**config.mk**
```make
export PLATFORM = sky130hd
export DESIGN_NAME = shift_rotate_unit
export DESIGN_NICKNAME = d
export VERILOG_FILES = /design/src/rtl/sru_pkg.sv /design/src/rtl/sru_decode.sv /design/src/rtl/sru_amount_sel.sv /design/src/rtl/sru_shift_core.sv /design/src/rtl/shift_rotate_unit.sv
export SDC_FILE = /design/constraint.sdc
export NUM_CORES = 1
export LEC_CHECK = 0
export BUFFER_PORTS_ARGS = -buffer_cell sky130_fd_sc_hd__buf_2
export CAP_MARGIN = 20
export CORE_AREA = 2 2 86 88
export DETAILED_ROUTE_END_ITERATION = 10
export DIE_AREA = 0 0 88 90
export PLACE_DENSITY = 0.85
export SLEW_MARGIN = 15
export SYNTH_ARGS = -nofsm -noshare
export SYNTH_HDL_FRONTEND = slang
export SYNTH_SLANG_ARGS = --single-unit
```
**constraint.sdc**
```tcl
create_clock -name vclk -period 2.5
set_input_delay 0 -clock vclk [all_inputs]
set_output_delay 0 -clock vclk [all_outputs]
set_load 0.01 [all_outputs]
```
**src/rtl/sru_pkg.sv**
```systemverilog
// Package: shared encodings for the shift-rotate unit.
// Assumes the unit sees the 6-bit function code of a register-format
// instruction; the codes below are fixed by the instruction encoding.
package sru_pkg;

    localparam logic [5:0] FN_SLL_IMM = 6'd0;
    localparam logic [5:0] FN_SRL_IMM = 6'd2;
    localparam logic [5:0] FN_SRA_IMM = 6'd3;
    localparam logic [5:0] FN_SLL_VAR = 6'd4;
    localparam logic [5:0] FN_SRL_VAR = 6'd6;
    localparam logic [5:0] FN_SRA_VAR = 6'd7;

    // Operation performed by the shift core.
    typedef enum logic [1:0] {
        K_LEFT   = 2'd0,
        K_LRIGHT = 2'd1,
        K_ARIGHT = 2'd2,
        K_ROTR   = 2'd3
    } shift_kind_e;

endpackage

```
**src/rtl/sru_decode.sv**
```systemverilog
// Module: sru_decode
// Turns the function code and the two rotate-select bits into an operation
// kind, an amount-source select and an illegal flag.
// Assumes var_rot_bit is instruction bit 6 and imm_rot_bit is bit 21.
module sru_decode
    import sru_pkg::*;
(
    input  logic [5:0]  func,
    input  logic        imm_rot_bit,
    input  logic        var_rot_bit,
    output shift_kind_e kind,
    output logic        use_reg_amt,
    output logic        bad_code
);

    // Decode the function code into kind, amount source and legality.
    always_comb begin
        kind        = K_LEFT;
        use_reg_amt = 1'b0;
        bad_code    = 1'b0;
        unique case (func)
            FN_SLL_IMM: kind = K_LEFT;
            FN_SRL_IMM: kind = imm_rot_bit ? K_ROTR : K_LRIGHT;
            FN_SRA_IMM: kind = K_ARIGHT;
            FN_SLL_VAR: begin
                kind        = K_LEFT;
                use_reg_amt = 1'b1;
            end
            FN_SRL_VAR: begin
                kind        = var_rot_bit ? K_ROTR : K_LRIGHT;
                use_reg_amt = 1'b1;
            end
            FN_SRA_VAR: begin
                kind        = K_ARIGHT;
                use_reg_amt = 1'b1;
            end
            default:    bad_code = 1'b1;
        endcase
    end

endmodule

```
**src/rtl/sru_amount_sel.sv**
```systemverilog
// Module: sru_amount_sel
// Picks the shift amount from the instruction field or from the low bits
// of the register operand. Assumes DATA_W is a power of two.
module sru_amount_sel #(
    parameter int unsigned DATA_W = 32,
    localparam int unsigned AMT_W = $clog2(DATA_W)
) (
    input  logic [AMT_W-1:0]  imm_amt,
    input  logic [DATA_W-1:0] reg_val,
    input  logic              use_reg,
    output logic [AMT_W-1:0]  amt
);

    logic unused_reg_hi;

    // Upper operand bits never affect the amount.
    assign unused_reg_hi = ^reg_val[DATA_W-1:AMT_W];

    // Select the amount source.
    always_comb begin
        amt = use_reg ? reg_val[AMT_W-1:0] : imm_amt;
    end

endmodule

```
**src/rtl/sru_shift_core.sv**
```systemverilog
// Module: sru_shift_core
// Logarithmic shifter for left, logical right, arithmetic right and rotate
// right. Left shifts reuse the right-shift stages through bit reversal.
// ROT_IMPL picks the rotate structure: 0 folds rotation into the stages,
// 1 builds it as the OR of a left and a right shift, guarding amount 0.
// Assumes DATA_W is a power of two.
module sru_shift_core
    import sru_pkg::*;
#(
    parameter int unsigned DATA_W   = 32,
    parameter int unsigned ROT_IMPL = 0,
    localparam int unsigned AMT_W   = $clog2(DATA_W)
) (
    input  logic [DATA_W-1:0] din,
    input  logic [AMT_W-1:0]  amt,
    input  shift_kind_e       kind,
    output logic [DATA_W-1:0] dout
);

    logic [DATA_W-1:0] stg [0:AMT_W];
    logic [DATA_W-1:0] din_rev;
    logic [DATA_W-1:0] stg_rev;
    logic [DATA_W-1:0] barrel_out;
    logic              fill;
    logic              is_left;
    logic              stage_rot;

    // Operation flags seen by every stage.
    always_comb begin
        is_left = (kind == K_LEFT);
        fill    = (kind == K_ARIGHT) ? din[DATA_W-1] : 1'b0;
    end

    // Bit reversal for input and output of a left shift.
    for (genvar i = 0; i < DATA_W; i++) begin : g_rev
        assign din_rev[i] = din[DATA_W-1-i];
        assign stg_rev[i] = stg[AMT_W][DATA_W-1-i];
    end

    // Stage 0 input: the operand, reversed for a left shift.
    always_comb begin
        stg[0] = is_left ? din_rev : din;
    end

    // One stage per amount bit, each moving by a power of two.
    for (genvar k = 0; k < AMT_W; k++) begin : g_stage
        localparam int unsigned S = 1 << k;
        always_comb begin
            if (!amt[k]) begin
                stg[k+1] = stg[k];
            end else if (stage_rot) begin
                stg[k+1] = {stg[k][S-1:0], stg[k][DATA_W-1:S]};
            end else begin
                stg[k+1] = {{S{fill}}, stg[k][DATA_W-1:S]};
            end
        end
    end

    // Undo the reversal for a left shift.
    always_comb begin
        barrel_out = is_left ? stg_rev : stg[AMT_W];
    end

    if (ROT_IMPL == 0) begin : g_rot_staged
        // Rotation carried by the stages themselves.
        assign stage_rot = (kind == K_ROTR);
        assign dout      = barrel_out;
    end else begin : g_rot_or
        logic [AMT_W:0]    comp_amt;
        logic [DATA_W-1:0] rot_val;

        assign stage_rot = 1'b0;

        // Two-term rotate; amount 0 bypasses the full-width left term.
        always_comb begin
            comp_amt = (AMT_W+1)'(DATA_W) - {1'b0, amt};
            if (amt == '0) begin
                rot_val = din;
            end else begin
                rot_val = (din << comp_amt) | (din >> amt);
            end
        end

        // Final select between rotate and plain shift.
        assign dout = (kind == K_ROTR) ? rot_val : barrel_out;
    end

endmodule

```
**src/rtl/shift_rotate_unit.sv**
```systemverilog
// Module: shift_rotate_unit (top)
// Combinational shift/rotate execution unit. Decodes the function code,
// selects the amount and forces a zero result on an illegal code.
// Assumes op_sa is instruction bits 10:6 and imm_rot_sel is bit 21.
module shift_rotate_unit
    import sru_pkg::*;
#(
    parameter int unsigned DATA_W   = 32,
    parameter int unsigned ROT_IMPL = 0,
    localparam int unsigned AMT_W   = $clog2(DATA_W)
) (
    input  logic [5:0]        op_func,
    input  logic [AMT_W-1:0]  op_sa,
    input  logic              imm_rot_sel,
    input  logic [DATA_W-1:0] rt_data,
    input  logic [DATA_W-1:0] rs_data,
    output logic [DATA_W-1:0] result,
    output logic              illegal_op
);

    shift_kind_e       kind;
    logic              use_reg_amt;
    logic              bad_code;
    logic [AMT_W-1:0]  amt;
    logic [DATA_W-1:0] core_out;

    sru_decode u_dec (
        .func        (op_func),
        .imm_rot_bit (imm_rot_sel),
        .var_rot_bit (op_sa[0]),
        .kind        (kind),
        .use_reg_amt (use_reg_amt),
        .bad_code    (bad_code)
    );

    sru_amount_sel #(.DATA_W(DATA_W)) u_amt (
        .imm_amt (op_sa),
        .reg_val (rs_data),
        .use_reg (use_reg_amt),
        .amt     (amt)
    );

    sru_shift_core #(.DATA_W(DATA_W), .ROT_IMPL(ROT_IMPL)) u_core (
        .din  (rt_data),
        .amt  (amt),
        .kind (kind),
        .dout (core_out)
    );

    // Zero the result for codes outside the shift group.
    always_comb begin
        illegal_op = bad_code;
        result     = bad_code ? '0 : core_out;
    end

endmodule

```
==> impl_metrics.ini, run 1 <==
[synth]
syn_avg_cell_area_um2 = 6.90
synth_top_area_share_pct = 11.2
synth_cell_types = 60
yosysSeqAreaShare_pct = 0
yosysTopAreaCell = mux4_2
yosys_warnings = 0
syn_inst = 496
syn-num-nets = 572
yosys-top-cells-area = mux4_2 (11%), mux2i_1 (6.7%), o22ai_1 (6.4%)
synth_area_mm2 = 0.00342

[grt]
grt_usage_pct = 83.0
grt_overflow_total = 111
grt_max_degree = 33

[sta]
worst_endpoint = result[16]
endpoint_type = top-level output

[run_status]
flow.stopped_at = global routing (5_1_grt)
status = did not finish
firstError = [ERROR GRT-0232] Routing congestion too high. Check the congestion heatmap in the GUI.

[floorplan]
start_util_pct = 48.7
die_h_um = 90
row_count = 31
die_w_um = 88
ios = 109

[place]
io_buffers = 82
dpl.hpwl_um = 12900
dp_slack_ns = -0.564
gp_congestion = 1.09

[clock_network]
holdBufCountCts = 0
[Yosys cell counts (3+ instances only)]
library cell / instances
and2_1: 7
or3_1: 6
o32a_1: 11
o22ai_1: 35
a221oi_1: 10
a21oi_1: 23
nand3_1: 17
a211oi_1: 15
mux2i_1: 23
mux4_2: 17
a21boi_0: 18
mux2_2: 10
nand4_1: 3
o21ai_0: 34
a311oi_1: 3
a31o_2: 20
a22oi_1: 11
a22o_1: 3
buf_2: 12
and3_1: 9
a31oi_1: 8
o211ai_1: 9
clkbuf_1: 33
buf_1: 4
inv_1: 6
o32ai_1: 12
nor3_1: 10
nor2_1: 44
nand2_1: 39
o221ai_1: 6
[metrics by stage]
step / hold slack, ns / instances / cell area [µm²]
2_1_floorplan: 0.275 / 496 / 3440
3_3_place_gp: 0.490 / 783 / 5010
3_5_place_dp: 0.495 / 783 / 5010
4_1_cts: 0.467 / 800 / 5670
[kinds of logic after synthesis]
kind of cell,synth area share [%]
AO/OA/AOI/OAI,50.9
buffers and inverters,7.35
multiplexers,21.2
AND/OR/NAND/NOR,20.6
[per-layer routing]
layer	overflow	GRT usage [%]
met3	2	67.7
met1	0	84.1
met4	31	85.1
met2	78	97.8
met5	0	9.79
[what timing repair did]
action | in CTS
setup endpoints to repair | 32
pin swaps | 27
gates resized for setup | 108
gates cloned | 5
setup buffers | 14
==> run 2: changes to the inputs <==
--- a/config.mk
+++ b/config.mk
@@ -7,10 +7,10 @@
 export LEC_CHECK = 0
 export BUFFER_PORTS_ARGS = -buffer_cell sky130_fd_sc_hd__buf_2
 export CAP_MARGIN = 20
-export CORE_AREA = 2 2 86 88
+export CORE_AREA = 2 2 96 98
 export DETAILED_ROUTE_END_ITERATION = 10
-export DIE_AREA = 0 0 88 90
-export PLACE_DENSITY = 0.85
+export DIE_AREA = 0 0 98 100
+export PLACE_DENSITY_LB_ADDON = 0.15
 export SLEW_MARGIN = 15
 export SYNTH_ARGS = -nofsm -noshare
 export SYNTH_HDL_FRONTEND = slang
==> constraint.sdc (replaced) <==
create_clock -name vclk -period 3.25
set_input_delay 0 -clock vclk [all_inputs]
set_output_delay 0 -clock vclk [all_outputs]
set_load 0.01 [all_outputs]
==> impl_metrics.ini, run 2 <==
[floorplan]
die_area_mm2 = 0.00980
die_w_um = 98
start_util_pct = 38.5
row_count = 35
ios = 109
die_h_um = 100
core-area_mm2 = 0.00889

[sta]
hold_ws_ns = 0.505
fin_crit_sh_pct = 95.0
timing.fmax_ghz = 0.324
worstMarginPinSlew_ns = 0.687
hold_viol_final = 0
fin_crit_ns = 3.09
slew-limit-headroom_pct = 52.9
timing.setup.tns_ns = 0
setup_viol = 0
slew_viol_final = 0
rsz0062_at_grt = false

[layout]
seq_cells = 0
final_cell_mix = buf_2 (82), buf_4 (46), nor2_1 (44)
n_fill_cell = 972
final_common_cell = buf_2
clock_buffer_count = 0
diodes = 0
syn_to_final_growth_pct = 22.6
drive_above_1_share_pct = 33.7
layout.nets = 654
ff_latch_area_um2 = 0
multi_input_area_mm2 = 0.00320

[synth]
syn-num-nets = 572
yosys-top-cells-count = nor2_1 (44), nand2_1 (39), o22ai_1 (35)
synth_top_area_share_pct = 11.2
syn_inst = 496
syn_avg_cell_area_um2 = 6.90
synth_cell_types = 60
yosys-top-cells-area = mux4_2 (11%), mux2i_1 (6.7%), o22ai_1 (6.4%)
yosysTopAreaCell = mux4_2
yosysSeqAreaShare_pct = 0
synth_area_mm2 = 0.00342
yosys.cell_count.top_type = nor2_1
yosys_warnings = 0

[grt]
grt_usage_pct = 27.9
grt_pass1_vias = 4296
grt_pass1_wl_um = 22800
grt_max_degree = 56
grt_overflow_total = 0
antenna_found_initial = 0

[drt]
vias_per_cell = 6.91
remaining_drc_errors = 0
firstDrtPassIters = 6
routedWlPerCell_um = 20.7
vias = 4747
drtIter0Drc = 390
ant_nets = 0
wl_um = 14200

[setup_path]
critPathLaunchType = input port
cp-end-kind = output pin
critical_path_required_ns = 3.25
crit_fanout = 33
critical_path_class = input port to output pin
path_cells = buf_2 > or4b_2 > buf_12 > o32a_1 > mux4_2 > and2_0 > a211o_1 > a2111oi_2 > a211oi_1 > buf_2
cp.arrival_ns = 3.09
slowest_stage = or4b_2
cp_common_cell = buf_2
critPathMaxStageDelay_ns = 0.73

[worst_hold_path]
whs_path_depth = 4
hp-class = input port to output pin

[clock_network]
cts_setup_buffers = 0

[power_and_ir_drop]
peakVddDrop_mv = 0.0654
swShare_pct = 58.7
p_sw_mw = 0.409
p_comb_share_pct = 100.0
p_seq_share_pct = 0
p_leak_nw = 1.66
p_per_area_mw_per_mm2 = 166
p_int_mw = 0.287
p_clk_share_pct = 0

[place]
dpl.hpwl_um = 11300
io_buffers = 82
gp_congestion = 0.996

[run_status]
status = finished, final reports clean

[flow_run]
max_cap_violations = 0
run 2: final timing paths:
kind | start | end | slack [ns]
min | op_func[1] | result[14] | 0.50
max | op_func[3] | result[27] | 0.16
run 2: cells by family after synthesis:
group	after synthesis	share of synthesized area (%)
muxes	50	21.2
and+or+nand+nor	147	20.6
buffers and inverters	59	7.35
AOI/OAI and AO/OA	240	50.9
run 2: cell type report:
class | instances | area share (%)
Timing Repair Buffer | 132 | 19.7
Tap cell | 111 | 3.31
Inverter | 7 | 0.626
Multi-Input combinational cell | 437 | 76.3
run 2: timing repair:
item                       CTS  global route
gates resized for setup      0             4
hold buffers                 0             0
setup endpoints to repair    0            24
run 2: per-stage QoR:
stage | cells | util, % | power [mW] | worst slack, ns | instance area (µm²)
finish | 687 | 47.2 | 0.696 | 0.162 | 4200
global route | 687 | 47.2 | 0.750 | 0.0643 | 4200
CTS | 687 | 47.0 | 0.677 | 0.0741 | 4180
detailed placement | 687 | 47.0 | 0.674 | 0.0888 | 4180
global placement | 687 | 47.0 | 0.669 | 0.121 | 4180
floorplan | 496 | - | 0.437 | 0.699 | 3420
run 2: power by group through the flow:
stage               clock network (mW)  logic, mW  registers (mW)
floorplan                            0      0.437               0
global placement                     0      0.669               0
detailed placement                   0      0.674               0
CTS                                  0      0.677               0
global route                         0      0.750               0
finish                               0      0.696               0
run 2: critical path: cells and delay by family:
kind / cells / cell delay, ns
multiplexers: 1 / 0.48
buffers and inverters: 3 / 0.50
AO/OA/AOI/OAI: 4 / 1.20
AND/OR/NAND/NOR: 2 / 0.90
run 2: metal layers:
metal	up-vias	track usage, %	share of wire [%]
met5	-	0	0
met4	0	6.94	2.8
met1	2292	39.6	44
li1	2198	-	-
met2	232	46.7	46
met3	25	1.53	7.3
Power figures use the tool's default switching activity.
==> run 3: changes to the inputs <==
==> constraint.sdc (replaced) <==
create_clock -name vclk -period 3.77
set_input_delay 0 -clock vclk [all_inputs]
set_output_delay 0 -clock vclk [all_outputs]
set_load 0.01 [all_outputs]
==> impl_metrics.ini, run 3 (same netlist as run 2, synthesis figures left out) <==
[run_status]
status = finished, final reports clean

[sta]
setup_viol = 0
final.setup.worst_slack_ns = 0.254
slew_viol_final = 0
timing.setup.tns_ns = 0
hold_viol_final = 0
rsz0062_at_grt = false
fin_crit_ns = 3.52
worstMarginPinSlew_ns = 0.780
fin_crit_sh_pct = 93.3
slew-limit-headroom_pct = 47.0
timing.fmax_ghz = 0.284

[flow_run]
max_cap_violations = 0

[place]
dpl.hpwl_um = 11200
dpl_cell_area_mm2 = 0.00405
gp_congestion = 0.988
io_buffers = 82
dp_slack_ns = 0.409

[grt]
top_usage_layer = met2
grt_pass1_wl_um = 22400
antenna_found_initial = 0
grt_max_degree = 37
grt_usage_pct = 27.4
grt_overflow_total = 0
use_met1_pct = 38.6
grt_pass1_vias = 4165
globalRouteMet2Util_pct = 43.6
use_met3_pct = 2.16

[drt]
firstDrtPassIters = 5
routedWlPerCell_um = 21.0
wl_um = 14000
vias_per_cell = 6.93
ant_nets = 0
remaining_drc_errors = 0
drtIter0Drc = 357
vias = 4645

[floorplan]
core-area_mm2 = 0.00889
die_h_um = 100
die_area_mm2 = 0.00980
start_util_pct = 38.5
die_w_um = 98
row_count = 35
ios = 109

[layout]
seq_cells = 0
drive_above_1_share_pct = 31.3
stdcell_area_mm2 = 0.00405
n_fill_cell = 958
layout.nets = 637
final_core_utilization_pct = 45.5
clock_buffer_count = 0
final_cell_mix = buf_2 (82), nor2_1 (44), nand2_1 (39)
final_common_cell = buf_2
ff_latch_area_um2 = 0
diodes = 0
syn_to_final_growth_pct = 18.3

[clock_network]
cts_resized = 0
holdBufCountCts = 0
cts_setup_buffers = 0

[power_and_ir_drop]
finalPower_mw = 0.578
peakVddDrop_mv = 0.0541
p_leak_nw = 1.57
p_per_area_mw_per_mm2 = 143

[setup_path]
cp.arrival_ns = 3.52
critPathLaunchType = input port
critical_path_class = input port to output pin
cp-end-kind = output pin
crit_fanout = 36
critical_path_required_ns = 3.77

[worst_hold_path]
hp-class = input port to output pin
## run 3: cell types whose count changed in the layout (fill, tap and decap cells not counted)
cell     before  now
o32ai_2       2    1
buf_6         1    0
o32ai_1      11   12
buf_4        46   30
a31o_1        0    1
a31o_4        1    0
## run 3: final cells by class
| cell class | instances | area (µm²) | area share (%) |
|---|---|---|---|
| inverter | 7 | 26.3 | 0.649 |
| multi-input combinational | 437 | 3190 | 78.7 |
| tap | 111 | 139 | 3.43 |
| timing repair buffer | 115 | 696 | 17.2 |
## run 3: path summary, 6_finish.rpt
check,start,endpoint,slack (ns),cells after the start
max,op_func[3],result[24],0.25,13
min,op_func[1],result[14],0.50,4
## run 3: critical path, cell delays in order
cell       delay [ns]
buf_2            0.13
nor3_2           0.35
nand3_1          0.44
buf_12           0.32
buf_4            0.18
a21boi_0         0.42
o22ai_1          0.28
o2111ai_1        0.26
a22oi_1          0.19
a21oi_1          0.34
mux2i_1          0.15
a221oi_1         0.26
buf_2            0.19
## run 3: metrics by stage
step	hold WS, ns	cells
floorplan	0.270	496
global placement	0.494	670
detailed placement	0.500	670
CTS	0.500	670
global route	0.532	670
finish	0.503	670
## run 3: where the power goes
part / total [mW] / switching, mW / internal, mW
combinational: 0.578 / 0.348 / 0.230
clock: 0 / 0 / 0
sequential: 0 / 0 / 0
total: 0.578 / 0.348 / 0.230
## run 3: routing by layer
| metal | vias up | share of wire (%) |
|---|---|---|
| met4 | 0 | 4.2 |
| li1 | 2169 | - |
| met3 | 38 | 7.5 |
| met1 | 2179 | 44 |
| met5 | - | 0 |
| met2 | 259 | 44 |
